**src/rtl/huc_pkg.sv**
```systemverilog
package huc_pkg;
  typedef enum logic [1:0] {
    MODE_LOAD = 2'b00,
    MODE_UP   = 2'b01,
    MODE_DOWN = 2'b10,
    MODE_HOLD = 2'b11
  } mode_e;
endpackage

```
**src/rtl/huc_mode_decode.sv**
```systemverilog
module huc_mode_decode
  import huc_pkg::*;
(
  input  logic  sel_hi,
  input  logic  sel_lo,
  input  logic  cin_n,
  output mode_e mode,
  output logic  step_en
);
  always_comb begin
    mode    = mode_e'({sel_hi, sel_lo});
    step_en = 1'b0;
    if ((mode == MODE_UP || mode == MODE_DOWN) && !cin_n) step_en = 1'b1;
  end
endmodule

```
**src/rtl/huc_count_reg.sv**
```systemverilog
module huc_count_reg
  import huc_pkg::*;
#(
  parameter int WIDTH = 4
) (
  input  logic             clk,
  input  logic             rst,
  input  mode_e            mode,
  input  logic             step_en,
  input  logic [WIDTH-1:0] load_val,
  output logic [WIDTH-1:0] cnt
);
  localparam logic [WIDTH-1:0] ONE = WIDTH'(1);

  logic [WIDTH-1:0] cnt_q;
  logic [WIDTH-1:0] cnt_d;

  always_comb begin
    cnt_d = cnt_q;
    if (mode == MODE_LOAD)                  cnt_d = load_val;
    else if (step_en && mode == MODE_UP)    cnt_d = cnt_q + ONE;
    else if (step_en && mode == MODE_DOWN)  cnt_d = cnt_q - ONE;
  end

  always_ff @(posedge clk) begin
    if (rst) cnt_q <= '0;
    else     cnt_q <= cnt_d;
  end

  assign cnt = cnt_q;

  // reset clears the count
  p_reset_clear_r10: assert property (@(posedge clk) rst |=> cnt == '0);
  // synchronous load
  p_load_r1: assert property (@(posedge clk) disable iff (rst)
    mode == MODE_LOAD |=> cnt == $past(load_val));
  // increment with wrap
  p_up_r2: assert property (@(posedge clk) disable iff (rst)
    (mode == MODE_UP && step_en) |=> cnt == WIDTH'($past(cnt) + ONE));
  // decrement with wrap
  p_down_r3: assert property (@(posedge clk) disable iff (rst)
    (mode == MODE_DOWN && step_en) |=> cnt == WIDTH'($past(cnt) - ONE));
  // hold conditions
  p_hold_r4: assert property (@(posedge clk) disable iff (rst)
    (mode != MODE_LOAD && !step_en) |=> $stable(cnt));
endmodule

```
**src/rtl/huc_carry_gen.sv**
```systemverilog
module huc_carry_gen
  import huc_pkg::*;
#(
  parameter int WIDTH = 4
) (
  input  logic             clk,
  input  logic             rst,
  input  mode_e            mode,
  input  logic             cin_n,
  input  logic [WIDTH-1:0] cnt,
  output logic             cout_n
);
  localparam logic [WIDTH-1:0] TOP = {WIDTH{1'b1}};
  localparam logic [WIDTH-1:0] BOT = '0;

  logic at_top, at_bot;

  always_comb begin
    at_top = (cnt == TOP);
    at_bot = (cnt == BOT);
    unique case (mode)
      MODE_LOAD: cout_n = 1'b0;
      MODE_UP:   cout_n = !(at_top && !cin_n);
      MODE_DOWN: cout_n = !(at_bot && !cin_n);
      default:   cout_n = 1'b1;
    endcase
  end

  // carry low while loading
  p_cout_load_r6: assert property (@(posedge clk) disable iff (rst)
    mode == MODE_LOAD |-> !cout_n);
  // carry high in unconditional hold
  p_cout_hold_r8: assert property (@(posedge clk) disable iff (rst)
    mode == MODE_HOLD |-> cout_n);
  // carry in a counting mode needs an enabled terminal count
  p_cout_term_r7: assert property (@(posedge clk) disable iff (rst)
    ((mode == MODE_UP || mode == MODE_DOWN) && !cout_n) |->
      (!cin_n && ((mode == MODE_UP) ? cnt == TOP : cnt == BOT)));
endmodule

```
**src/rtl/hex_univ_counter.sv**
```systemverilog
module hex_univ_counter
  import huc_pkg::*;
#(
  parameter int WIDTH = 4
) (
  input  logic             clk,
  input  logic             rst,
  input  logic             sel_hi,
  input  logic             sel_lo,
  input  logic             cin_n,
  input  logic [WIDTH-1:0] load_val,
  output logic [WIDTH-1:0] cnt,
  output logic             cout_n
);
  mode_e mode;
  logic  step_en;

  huc_mode_decode u_dec (
    .sel_hi(sel_hi), .sel_lo(sel_lo), .cin_n(cin_n),
    .mode(mode), .step_en(step_en)
  );

  huc_count_reg #(.WIDTH(WIDTH)) u_reg (
    .clk(clk), .rst(rst), .mode(mode), .step_en(step_en),
    .load_val(load_val), .cnt(cnt)
  );

  huc_carry_gen #(.WIDTH(WIDTH)) u_carry (
    .clk(clk), .rst(rst), .mode(mode), .cin_n(cin_n),
    .cnt(cnt), .cout_n(cout_n)
  );

  // a raised carry input freezes a counting stage
  p_cin_gate_r4: assert property (@(posedge clk) disable iff (rst)
    ({sel_hi, sel_lo} != 2'b00 && cin_n) |=> $stable(cnt));
endmodule

```
**config.mk**
```make
export PLATFORM = sky130hd
export DESIGN_NAME = hex_univ_counter
export DESIGN_NICKNAME = d
export VERILOG_FILES = /design/src/rtl/huc_pkg.sv /design/src/rtl/huc_mode_decode.sv /design/src/rtl/huc_count_reg.sv /design/src/rtl/huc_carry_gen.sv /design/src/rtl/hex_univ_counter.sv
export SDC_FILE = /design/constraint.sdc
export NUM_CORES = 1
export LEC_CHECK = 0
export CORE_AREA = 2 2 39 41
export DETAILED_ROUTE_END_ITERATION = 8
export DIE_AREA = 0 0 41 43
export GPL_TIMING_DRIVEN = 0
export PLACE_DENSITY_LB_ADDON = 0.08
export SYNTH_ARGS = -nofsm -noshare
export SYNTH_HDL_FRONTEND = slang
export SYNTH_SLANG_ARGS = --single-unit
```
**constraint.sdc**
```tcl
create_clock -name clk -period 4 [get_ports clk]
set_input_delay 0.8 -clock clk [delete_from_list [all_inputs] [get_ports clk]]
set_output_delay 0.8 -clock clk [all_outputs]
set_load 0.03 [all_outputs]
```
Word level (Yosys, flattened, before mapping) --
Index checks and enable logic that the tools add are counted.
Operators by class: muxes and demuxes 5, reductions and logical operators 12, eq/ne operators 3, $add $sub $neg 2
Operators with widths (count):
- 4-bit 2-to-1 mux | 3
- 1-bit logical AND | 5
- 4-bit by 1-bit adder with 4-bit output, second input constant | 1
- 4-bit equality test, second input constant | 1
- 4-bit logical NOT | 1
- 4-bit by 1-bit subtractor with 4-bit output, second input constant | 1
- 1-bit logical NOT | 3
- 1-bit one-hot mux with 3 select lines | 1
- 3-bit nonzero test | 1
- 2-bit by 1-bit equality test with 1-bit output, second input constant | 1
- 2-bit equality test, second input constant | 1
- 2-bit logical NOT | 1
- 1-bit logical OR | 1
- 1-bit 2-to-1 mux | 1
Storage, ports and cells: input port bits 9, output and inout bits 5, word-level logic and storage cells 23, register bits 4

Logic depth before layout (Yosys ltp) --
depth in word-level cells 8, depth in mapped cells 9, mapped depth without buffers 9

Cells and area by module --
A second synthesis with hierarchy kept.
Second synthesis, totals: cells, all modules 53, area total of the unflattened synthesis 455.4 um2
By module, submodules not included:
- huc_count_reg | cells an instance 43, area an instance 389.1 um2, times used 1, seq. area each 80.1 um2
- huc_carry_gen | cells an instance 6, area an instance 38.8 um2, times used 1, seq. area each 0.0 um2
- huc_mode_decode | cells an instance 4, area an instance 27.5 um2, times used 1, seq. area each 0.0 um2

Least setup slack after synthesis --
OpenSTA, ideal clock, no wires.
kind input port to flip-flop, start input port sel_hi, end register u_reg.cnt_q[3], in the netlist u_reg.cnt[3], stages on the path 9, library setup time 134 ps, arrival 2365 ps, data required time 3866 ps, buffers on the path 0, slack 1500 ps, cells stage by stage inv_1 ha_1 and3b_1 inv_1 ha_1 a21oi_1 a2111oi_4 a31oi_1 o2111ai_1
On the way: word-level cells in the longest chain between the ends 7, elaborated cells on any way between the ends 11, those cells by class 2 x eq/ne; 3 x mux; 6 x reduce/logical
RTL lines:
- from (decl) | RTL line hex_univ_counter.sv:8 | input logic sel_hi,
- 2-bit by 1-bit equality test with 1-bit output / 2-bit equality test (equally long branches) | RTL line huc_mode_decode.sv:13, huc_count_reg.sv:21, huc_count_reg.sv:22
- 1-bit logical OR | RTL line huc_mode_decode.sv:13 | if ((mode == MODE_UP || mode == MODE_DOWN) && !cin_n) step_en = 1'b1;
- 1-bit logical AND | RTL line huc_mode_decode.sv:13
- 1-bit 2-to-1 mux | RTL line huc_mode_decode.sv:13
- 1-bit logical AND | RTL line huc_count_reg.sv:21 | else if (step_en && mode == MODE_UP) cnt_d = cnt_q + ONE;
- 4-bit 2-to-1 mux | RTL line huc_count_reg.sv:21
- 4-bit 2-to-1 mux | RTL line huc_count_reg.sv:20 | if (mode == MODE_LOAD) cnt_d = load_val;
- to (signal assigned) | RTL line huc_count_reg.sv:27 | else cnt_q <= cnt_d;
- to (decl) | RTL line huc_count_reg.sv:15 | logic [WIDTH-1:0] cnt_q;
Parallel ways exist; a longest one is shown, timed or not. A chain may end at the register's enable or synchronous reset.

Worst setup path in the final report --
start input port cin_n, end output port cout_n
On the way: word-level cells in the longest chain between the ends 4, elaborated cells on any way between the ends 6, those cells by class 1 x mux; 5 x reduce/logical
RTL lines:
- from (decl) | RTL line hex_univ_counter.sv:10 | input logic cin_n,
- 1-bit logical NOT (*) | RTL line huc_carry_gen.sv:23, huc_carry_gen.sv:24
- 1-bit logical AND (on tied branches) | RTL line huc_carry_gen.sv:24, huc_carry_gen.sv:23
- 1-bit logical NOT (on tied branches) | RTL line huc_carry_gen.sv:24, huc_carry_gen.sv:23
- 1-bit one-hot mux with 3 select lines (*) | RTL line huc_carry_gen.sv:21 | unique case (mode)
- to (decl) | RTL line hex_univ_counter.sv:13 | output logic cout_n
Mark *: on every way between the ends. The rest lies on a longest branch, timed or not.

==> key figures <==
Run status
  • Outcome: finished clean

Global routing
  • Vias in the first global route: around 380
  • Initial antenna violation count: 0
  • First-pass GRT wire length: roughly 1600 um
  • Overflow after GRT: 0
  • Tot GR Track Use: 0.132
  • Largest net degree at the start of global routing: 8

Synth
  • Synthesized area: approximately 430 um2
  • Mean area per synthesized cell: about 8.8 um2
  • Synth unique cells: 27
  • Post-Synthesis Cells: 49
  • Sequential-to-total area share from yosys stat: 0.186
  • Synthesis-stage register bit count: 4
  • Ys async rst share: 0
  • Yosys top cell by area: dfxtp_1
  • Syn_nets: 65
  • Post-synth top area share: 0.186
  • Dominant synthesized flop cell: dfxtp_1
  • Most area-consuming cells after synthesis: dfxtp_1 19%, ha_1 17%, a2111oi_4 6.4%
  • Post-synth EDFFs: 0
  • Synth warnings: 0

Die
  • Row Count: 14
  • Die X: slightly above 40 um
  • Core area: 1380 um2
  • IO Count: 14
  • Die area: 1760 um2
  • Effective utilization at floorplan: 0.312
  • Die Span Y: 43 um

Layout
  • Most frequent cells in the layout: 13 x clkdlybuf4s50_1, 6 x ha_1, 5 x nor2_1, 4 x inv_1, 4 x dfxtp_1
  • Largest register FFs: 4
  • Layout fillers: 149
  • Layout area overhead: 40.0%
  • Nets: 83
  • Area occupied by registers: 80.1 um2
  • Commonest non-fill, non-tap cell in the layout: clkdlybuf4s50_1
  • Share of cells above drive strength 1: 0.123
  • Cell Count, Final, Fillers Out: 81
  • N_diodes: 0
  • Multi-input gate area: roughly 340 um2

STA
  • Max Freq: 291 MHz
  • Final Max Tran Viols: 0
  • Final WS setup: 0.566 ns
  • Max Clock Skew: roughly 0.0049 ns
  • Final setup TNS: 0 ns
  • Slew headroom: 0.774
  • Final hold slack: approximately 0.60 ns
  • RSZ-0062 raised after global routing: false
  • Tightest Pin Transition: 0.339 ns
  • Fin crit share: 0.858
  • Hold Vio Cnt, Final: 0
  • Final setup fails: 0
  • Tmin final: about 3.4 ns

Critical path
  • Maximum net fanout on the critical path: 7
  • Arr. time, crit path: 2.63 ns
  • CP endpoint kind: primary output
  • Cells on worst reg2reg path: 5
  • Crit start category: input pin
  • Worst EP required: ~3.2 ns
  • Kind of critical path: in2out

Clocking
  • Postcts setup bufs: 0
  • Hold buffers post-CTS: 0
  • Total CTS buffers: 3
  • Clock latency reported for the late side of the worst-skew pair: ~0.24 ns
  • Htree depth: 1
  • Post-CTS Resized: 0
  • CTS tree: done
  • Clk pin slew, worst setup/hold paths: 0.04 ns
  • Root Buffer: clkbuf_4
  • Clock Sink Count: 4
  • CTS max path bufs: 2

Run
  • MaxCap Viol Count: 0

Worst hold path
  • Worst Hold Depth: 2
  • Min-Delay Path Class: reg2reg

Placement
  • Number of I/O port buffers: 13
  • Placed cell count: between 70 and 80
  • Detailed Place HPWL: 797 um
  • GP Congestion: 0.743
  • Pre-CTS setup slack: about 0.6 ns

Route
  • DR vias: 431
  • DRC viols: 0
  • Detailed Route WL: 982 um
  • Pre-Repair DR Iteration Count: 2
  • Routed vias/inst: 5.32
  • 1st-iter DRT viols: 1
  • Routed Antenna Nets: 0
  • WL/cell: 12.1 um

Pwr
  • Total power: 0.000173 W
  • Peak VDD IR: 0.000161 V
  • Leak pwr: 0.221 nW
  • Pwr dens: about 290 nW/um2
-- cells in the mapped netlist (all sizes together), types with 2 or more instances --
library cell	n
a211oi	2
ha	6
a21oi	3
nand3b	3
o21ai	3
inv	4
nand2	2
nor2	6
dfxtp	4
-- power by group --
part	switching [W]	total (W)	internal, W
logic	0.0000362	0.0000693	0.0000331
registers	0.00000739	0.0000519	0.0000446
clock network	0.0000178	0.0000515	0.0000337
total	0.0000614	0.000173	0.000111
-- path summary, 6_finish.rpt --
path | start | endpoint | slack [ns]
setup / recovery | cin_n | cout_n | 0.57
hold reg to reg | u_reg.cnt[2] | u_reg.cnt[2] | 0.60
setup reg to reg | u_reg.cnt[2] | u_reg.cnt[3] | 2.43
hold / removal | u_reg.cnt[2] | u_reg.cnt[2] | 0.60
-- kinds of logic (layout without fill, tap and decap cells) --
group | after synthesis | in the layout | share of synthesized area
buffers and inverters | 4 | 20 | 0.0348
AND/OR/NAND/NOR | 19 | 19 | 0.267
flip-flops | 4 | 4 | 0.186
XOR/XNOR | 2 | 2 | 0.0406
AO/OA/AOI/OAI | 13 | 13 | 0.252
adder cells (fa/ha/maj) | 7 | 7 | 0.220
-- through the flow --
stage | util | instance area, um2
2_1_floorplan | - | 432
5_1_grt | 0.437 | 604
6_report | 0.437 | 604
4_1_cts | 0.437 | 604
3_5_place_dp | 0.420 | 582
3_3_place_gp | 0.420 | 582
-- critical path, stage by stage --
cell             delay (ns)
clkdlybuf4s50_1        0.55
or4_1                  0.44
o21ai_0                0.16
nand3b_1               0.09
clkdlybuf4s50_1        0.59
-- final cells by class --
cell class              instances  area share
flip-flops and latches          4       0.133
inverters                       4      0.0248
repair buffers                 13       0.215
multi-input cells              41       0.557
well taps                      16      0.0331
clock buffers                   3      0.0373
-- routing by layer --
metal  vias up  wire length (um)  part of all wire  global-route usage
li1        217                 -                 -                   -
met1       203               439              0.45               0.183
met2        11               494              0.50               0.197
met3         0                47             0.048              0.0314
met4         0                 0                 0              0.0400
met5         -                 0                 0                   0
Power figures use the tool's default switching activity.
